==> src/rtl/obl_pkg.sv <==
package obl_pkg;

    localparam int          OBL_ADDR_W    = 16;
    localparam int          OBL_DATA_W    = 8;
    localparam int          OBL_NUM_SLOTS = 4;
    localparam logic [15:0] OBL_LOAD_ADDR = 16'h6000;

    // Classification of one bus cycle by the address decoder
    typedef enum logic [1:0] {
        WK_IDLE = 2'd0,   // strobe low
        WK_LOAD = 2'd1,   // strobe high, exact address hit
        WK_MISS = 2'd2    // strobe high, other address
    } wr_kind_e;

    function automatic int slot_ptr_width(input int slots);
        return (slots > 1) ? $clog2(slots) : 1;
    endfunction

endpackage

==> src/rtl/obl_addr_decode.sv <==
module obl_addr_decode
    import obl_pkg::*;
#(
    parameter int                ADDR_W    = OBL_ADDR_W,
    parameter logic [ADDR_W-1:0] LOAD_ADDR = OBL_LOAD_ADDR
) (
    input  logic [ADDR_W-1:0] addr,
    input  logic              wr,
    output wr_kind_e          kind
);

    always_comb begin
        if (!wr) begin
            kind = WK_IDLE;
        end else if (addr == LOAD_ADDR) begin
            kind = WK_LOAD;
        end else begin
            kind = WK_MISS;
        end
    end

endmodule

==> src/rtl/obl_slot_ptr.sv <==
module obl_slot_ptr
    import obl_pkg::*;
#(
    parameter int NUM_SLOTS = OBL_NUM_SLOTS,
    localparam int PTR_W    = slot_ptr_width(NUM_SLOTS)
) (
    input  logic             clk,
    input  logic             rst,
    input  logic             advance,
    output logic [PTR_W-1:0] slot
);

    localparam logic [PTR_W-1:0] LAST = PTR_W'(NUM_SLOTS - 1);

    logic [PTR_W-1:0] slot_q;

    always_ff @(posedge clk) begin
        if (rst) begin
            slot_q <= '0;
        end else if (advance) begin
            if (slot_q == LAST) begin
                slot_q <= '0;
            end else begin
                slot_q <= slot_q + 1'b1;
            end
        end
    end

    assign slot = slot_q;

    // each accepted write moves to the next slot, wrapping after the last
    p_ptr_step_r4: assert property (@(posedge clk) disable iff (rst)
        advance |=> (slot == (($past(slot) == LAST) ? '0 : $past(slot) + 1'b1)));

    // cycles without an accepted write leave the pointer alone
    p_ptr_hold_r2: assert property (@(posedge clk) disable iff (rst)
        !advance |=> $stable(slot));

    // the pointer never leaves the slot range
    p_ptr_range_r4: assert property (@(posedge clk) disable iff (rst)
        slot <= LAST);

endmodule

==> src/rtl/obl_slot_bank.sv <==
module obl_slot_bank
    import obl_pkg::*;
#(
    parameter int NUM_SLOTS = OBL_NUM_SLOTS,
    parameter int DATA_W    = OBL_DATA_W,
    localparam int PTR_W    = slot_ptr_width(NUM_SLOTS)
) (
    input  logic                        clk,
    input  logic                        rst,
    input  logic                        we,
    input  logic [PTR_W-1:0]            sel,
    input  logic [DATA_W-1:0]           din,
    output logic [NUM_SLOTS*DATA_W-1:0] q_flat
);

    for (genvar i = 0; i < NUM_SLOTS; i++) begin : g_slot
        logic [DATA_W-1:0] q;
        logic              hit;

        assign hit = we && (sel == PTR_W'(i));

        always_ff @(posedge clk) begin
            if (rst) begin
                q <= '0;
            end else if (hit) begin
                q <= din;
            end
        end

        assign q_flat[i*DATA_W +: DATA_W] = q;

        // a write selecting this slot lands here on the next edge
        p_slot_load_r3: assert property (@(posedge clk) disable iff (rst)
            (we && sel == PTR_W'(i)) |=> (q_flat[i*DATA_W +: DATA_W] == $past(din)));

        // slots not selected keep their contents
        p_slot_keep_r3: assert property (@(posedge clk) disable iff (rst)
            !(we && sel == PTR_W'(i)) |=> $stable(q_flat[i*DATA_W +: DATA_W]));
    end

endmodule

==> src/rtl/outer_bank_loader.sv <==
module outer_bank_loader
    import obl_pkg::*;
#(
    parameter int                ADDR_W    = OBL_ADDR_W,
    parameter int                DATA_W    = OBL_DATA_W,
    parameter int                NUM_SLOTS = OBL_NUM_SLOTS,
    parameter logic [ADDR_W-1:0] LOAD_ADDR = OBL_LOAD_ADDR
) (
    input  logic                        clk,
    input  logic                        rst,
    input  logic [ADDR_W-1:0]           cpu_addr,
    input  logic [DATA_W-1:0]           cpu_data,
    input  logic                        cpu_wr,
    output logic [NUM_SLOTS*DATA_W-1:0] outer_regs,
    output logic                        refresh
);

    localparam int PTR_W = slot_ptr_width(NUM_SLOTS);

    wr_kind_e         kind;
    logic             load;
    logic [PTR_W-1:0] slot;
    logic             refresh_q;

    obl_addr_decode #(
        .ADDR_W    (ADDR_W),
        .LOAD_ADDR (LOAD_ADDR)
    ) u_decode (
        .addr (cpu_addr),
        .wr   (cpu_wr),
        .kind (kind)
    );

    assign load = (kind == WK_LOAD);

    obl_slot_ptr #(
        .NUM_SLOTS (NUM_SLOTS)
    ) u_ptr (
        .clk     (clk),
        .rst     (rst),
        .advance (load),
        .slot    (slot)
    );

    obl_slot_bank #(
        .NUM_SLOTS (NUM_SLOTS),
        .DATA_W    (DATA_W)
    ) u_bank (
        .clk    (clk),
        .rst    (rst),
        .we     (load),
        .sel    (slot),
        .din    (cpu_data),
        .q_flat (outer_regs)
    );

    // Refresh follows the write by one edge, aligned with the new register value
    always_ff @(posedge clk) begin
        if (rst) begin
            refresh_q <= 1'b0;
        end else begin
            refresh_q <= load;
        end
    end

    assign refresh = refresh_q;

    // misses and idle cycles leave every register unchanged
    p_miss_no_effect_r2: assert property (@(posedge clk) disable iff (rst)
        (kind != WK_LOAD) |=> $stable(outer_regs));

    // a pulse follows every accepted write
    p_refresh_after_load_r5: assert property (@(posedge clk) disable iff (rst)
        (kind == WK_LOAD) |=> refresh);

    // no pulse without an accepted write
    p_refresh_quiet_r5: assert property (@(posedge clk) disable iff (rst)
        (kind != WK_LOAD) |=> !refresh);

    // reset clears the registers and the pulse
    p_reset_clear_r7: assert property (@(posedge clk)
        rst |=> (outer_regs == '0 && !refresh));

endmodule

==> config.mk <==
export PLATFORM = sky130hd
export DESIGN_NAME = outer_bank_loader
export DESIGN_NICKNAME = d
export VERILOG_FILES = /design/src/rtl/obl_pkg.sv /design/src/rtl/obl_addr_decode.sv /design/src/rtl/obl_slot_ptr.sv /design/src/rtl/obl_slot_bank.sv /design/src/rtl/outer_bank_loader.sv
export SDC_FILE = /design/constraint.sdc
export NUM_CORES = 1
export LEC_CHECK = 0
export BUFFER_PORTS_ARGS = -buffer_cell sky130_fd_sc_hd__buf_4
export CAP_MARGIN = 20
export CORE_ASPECT_RATIO = 1.2
export CORE_MARGIN = 5
export CORE_UTILIZATION = 47
export CTS_CLUSTER_SIZE = 24
export DETAILED_ROUTE_END_ITERATION = 16
export GPL_ROUTABILITY_DRIVEN = 1
export PLACE_DENSITY = 0.84
export SLEW_MARGIN = 20
export SYNTH_ARGS = -nofsm -noshare
export SYNTH_HDL_FRONTEND = slang
export SYNTH_HIERARCHICAL = 1
export SYNTH_SLANG_ARGS = --single-unit
==> constraint.sdc <==
create_clock -name clk -period 2.25 [get_ports clk]
set_input_delay 0.3375 -clock clk [delete_from_list [all_inputs] [get_ports clk]]
set_output_delay 0.3375 -clock clk [all_outputs]
set_load 0.01 [all_outputs]
==> results.toml <==
[run_status]
status = "finished clean"

[yosys]
yosysWarnings = 6
synthTopCellsByArea = "dfxtp_1 (47%), mux2i_1 (22%), nand2b_1 (17%), nor4_2 (2.5%), or3b_1 (1.2%)"
ys_ff_latch = 35
ys_seq_area_share_pct = 47.3
synth_top_cell_by_area = "dfxtp_1"
synth_nets = 163
synth_cell_types = 20
syn-instance-count = 135
synth_area_per_cell_um2 = 11.0
synth_area_um2 = 1480
yosysTopAreaCellShare_pct = 47.3

[clock_network]
cts_num_sinks = 35
path_clk_slew_ns = 0.10
cts-hold-fix-buffers = 0
cts_tree = "built"
htree_levels = 2
insertion_delay_ns = 0.34
cts_buffers = 5
postCtsResizedCells = 0
post-cts-setup-buffers = 0
clock_path_buffers = 2
cts_root_buf = "clkbuf_4"

[timing]
fin_ws_ns = 0.487
final_hold_viol_count = 0
tightestPinTransition_ns = 0.431
hold_slack_ns = 0.319
min_period_over_period_pct = 78.4
rsz0062_at_grt = "no"
maxSlewViolCount = 0
fin_skew_ns = 0.0107
slew_headroom_pct = 71.3
fmax_mhz = 567
setup_viol = 0
finalCriticalPeriod_ns = 1.76
fin_setup_tns_ns = 0

[place]
place_area_um2 = 1960
gp_congestion = 0.697
port_buffers = 59
pre_cts_ws_ns = 0.122
dpl.cell_count = 227
hpwl_um = 2640

[floorplan]
initial_core_util_pct = 48.4
core_area_um2 = 3060
dieArea_um2 = 4380
dieWidth_um = 61.2
io_pins = 60
floorplan.die.height_um = 71.5
rows = 22

[setup_path]
endpoint_kind = "flop"
path_class = "in2reg"
cp.required_ns = 2.46
cp_top_family = "simple AND/OR/NAND/NOR gates"
crit_buf_inv = 1
critPathLaunchType = "input port"
crit_arrival_ns = 1.97
crit_chain = "buf_4 > nor4_2 > nand4_1 > and2_1 > nor2b_1 > or3b_1 > mux2i_1"
cp_slowest_cell = "or3b_1"
cp_max_fo = 8
max_stage_delay_ns = 0.57

[global_routing]
grt_pass1_vias = 1237
grt.overflow.total = 0
antenna_found_initial = 0
gr-usage-all-layers_pct = 16.6
grt_max_degree = 44
grt_pass1_wl_um = 5490

[finish]
fin_util_pct = 66.1
insertedDiodeCount = 0
syn_to_final_growth_pct = 36.3
fin_area_um2 = 2020
nFillCells = 227
drive_above_1_share_pct = 37.9
nNetsFinal = 226
finalNonFillerCells = 234

[power]
design_power_total_mw = 1.03
p_int_mw = 0.808
p_sw_mw = 0.227
power_frac_comb_pct = 6.9
cellLeakagePower_nw = 1.02
p_clk_share_pct = 33.3
p_sw_share_pct = 22.0
seqPwrFrac_pct = 59.8
powerDensity_nw_per_um2 = 513
peakVddDrop_v = 0.000380

[detailed_routing]
via_per_inst = 4.97
initialDrtViolationCount = 36
drc = 0
num_vias = 1163
drtAntennaViolNets = 0
wl_per_cell_um = 14.6
dr.pass1.iters = 3
wl_um = 3420

[run]
maxCapViolCount = 0

[worst_hold_path]
hp-class = "in2reg"
-- path summary, 6_finish.rpt --
| kind | start | to | slack (ns) | depth (start not counted) |
|---|---|---|---|---|
| setup reg to reg | u_ptr/slot[0] | u_bank/g_slot[0].q[2] | 0.97 | 2 |
| hold / removal | cpu_wr | refresh | 0.32 | 3 |
| hold reg to reg | u_bank/g_slot[1].q[2] | u_bank/g_slot[1].q[2] | 0.48 | 2 |
| setup / recovery | cpu_addr[4] | u_bank/g_slot[0].q[2] | 0.49 | 7 |
-- cell usage in the layout, fill, tap and decap left out, drive strengths merged --
| cell | Yosys | layout |
|---|---|---|
| a21oi | 1 | 1 |
| and2 | 1 | 1 |
| and3b | 1 | 1 |
| and4bb | 1 | 1 |
| buf | 3 | 63 |
| clkbuf | 4 | 6 |
| clkinv | 0 | 1 |
| dfxtp | 35 | 35 |
| ha | 1 | 1 |
| inv | 1 | 1 |
| mux2i | 33 | 33 |
| nand2b | 41 | 41 |
| nand3 | 1 | 1 |
| nand3b | 2 | 2 |
| nand4 | 1 | 1 |
| nor2 | 2 | 2 |
| nor2b | 1 | 1 |
| nor3b | 1 | 1 |
| nor4 | 3 | 3 |
| or3b | 2 | 2 |
-- layer usage --
metal	part of all wire [%]	wire length [um]	global-route usage [%]	vias up
met4	2.8	95	9.40	0
met3	4.8	164	2.88	10
met5	0	0	0	-
li1	-	-	-	586
met2	54	1860	28.8	35
met1	38	1300	18.4	532
-- cell families (layout without fill, tap and decap cells) --
logic type / Yosys count / count (layout) / synth area share (%)
fa+ha+maj: 1 / 1 / 0.845
compound gates: 1 / 1 / 0.338
buf+inv: 8 / 71 / 2.70
mux: 33 / 33 / 22.3
flops: 35 / 35 / 47.3
simple gates: 57 / 57 / 26.5
-- synthesized netlist by cell type --
| cell type | instances |
|---|---|
| nand2b_1 | 41 |
| dfxtp_1 | 35 |
| mux2i_1 | 33 |
| clkbuf_1 | 4 |
| nor4_2 | 3 |
| buf_2 | 2 |
| nand3b_1 | 2 |
| nor2_1 | 2 |
| or3b_1 | 2 |
| a21oi_1 | 1 |
| and2_1 | 1 |
| and3b_1 | 1 |
| and4bb_2 | 1 |
| buf_6 | 1 |
| ha_1 | 1 |
| inv_1 | 1 |
| nand3_1 | 1 |
| nand4_1 | 1 |
| nor2b_1 | 1 |
| nor3b_2 | 1 |
-- flip-flops by register name (all words and copies together) (netlist names) --
register         flops
u_bank/g_slot.q     32
u_ptr/slot           2
refresh              1
-- power by group through the flow --
stage	clock [mW]	combinational, mW	sequential [mW]
floorplan	0	0.0278	0.633
global placement	0	0.0693	0.633
detailed placement	0	0.0721	0.633
CTS	0.352	0.0723	0.619
global route	0.382	0.0774	0.619
finish	0.345	0.0714	0.619
-- final cells by class --
class                      count  area [um2]  share of cell area, %
clock buffer                   6        51.3                   2.54
multi-input combinational     92         739                   36.6
timing repair buffer          63         473                   23.4
inverter                       1        3.75                  0.186
tap                           36        45.0                   2.23
sequential                    35         701                   34.7
clock inverter                 1        5.00                  0.248
-- tightest hold or removal path: stages --
cell and delay [ns]:
buf_4 0.08, and2_1 0.14, nor3b_2 0.05
(Power assumes the default switching activity.)
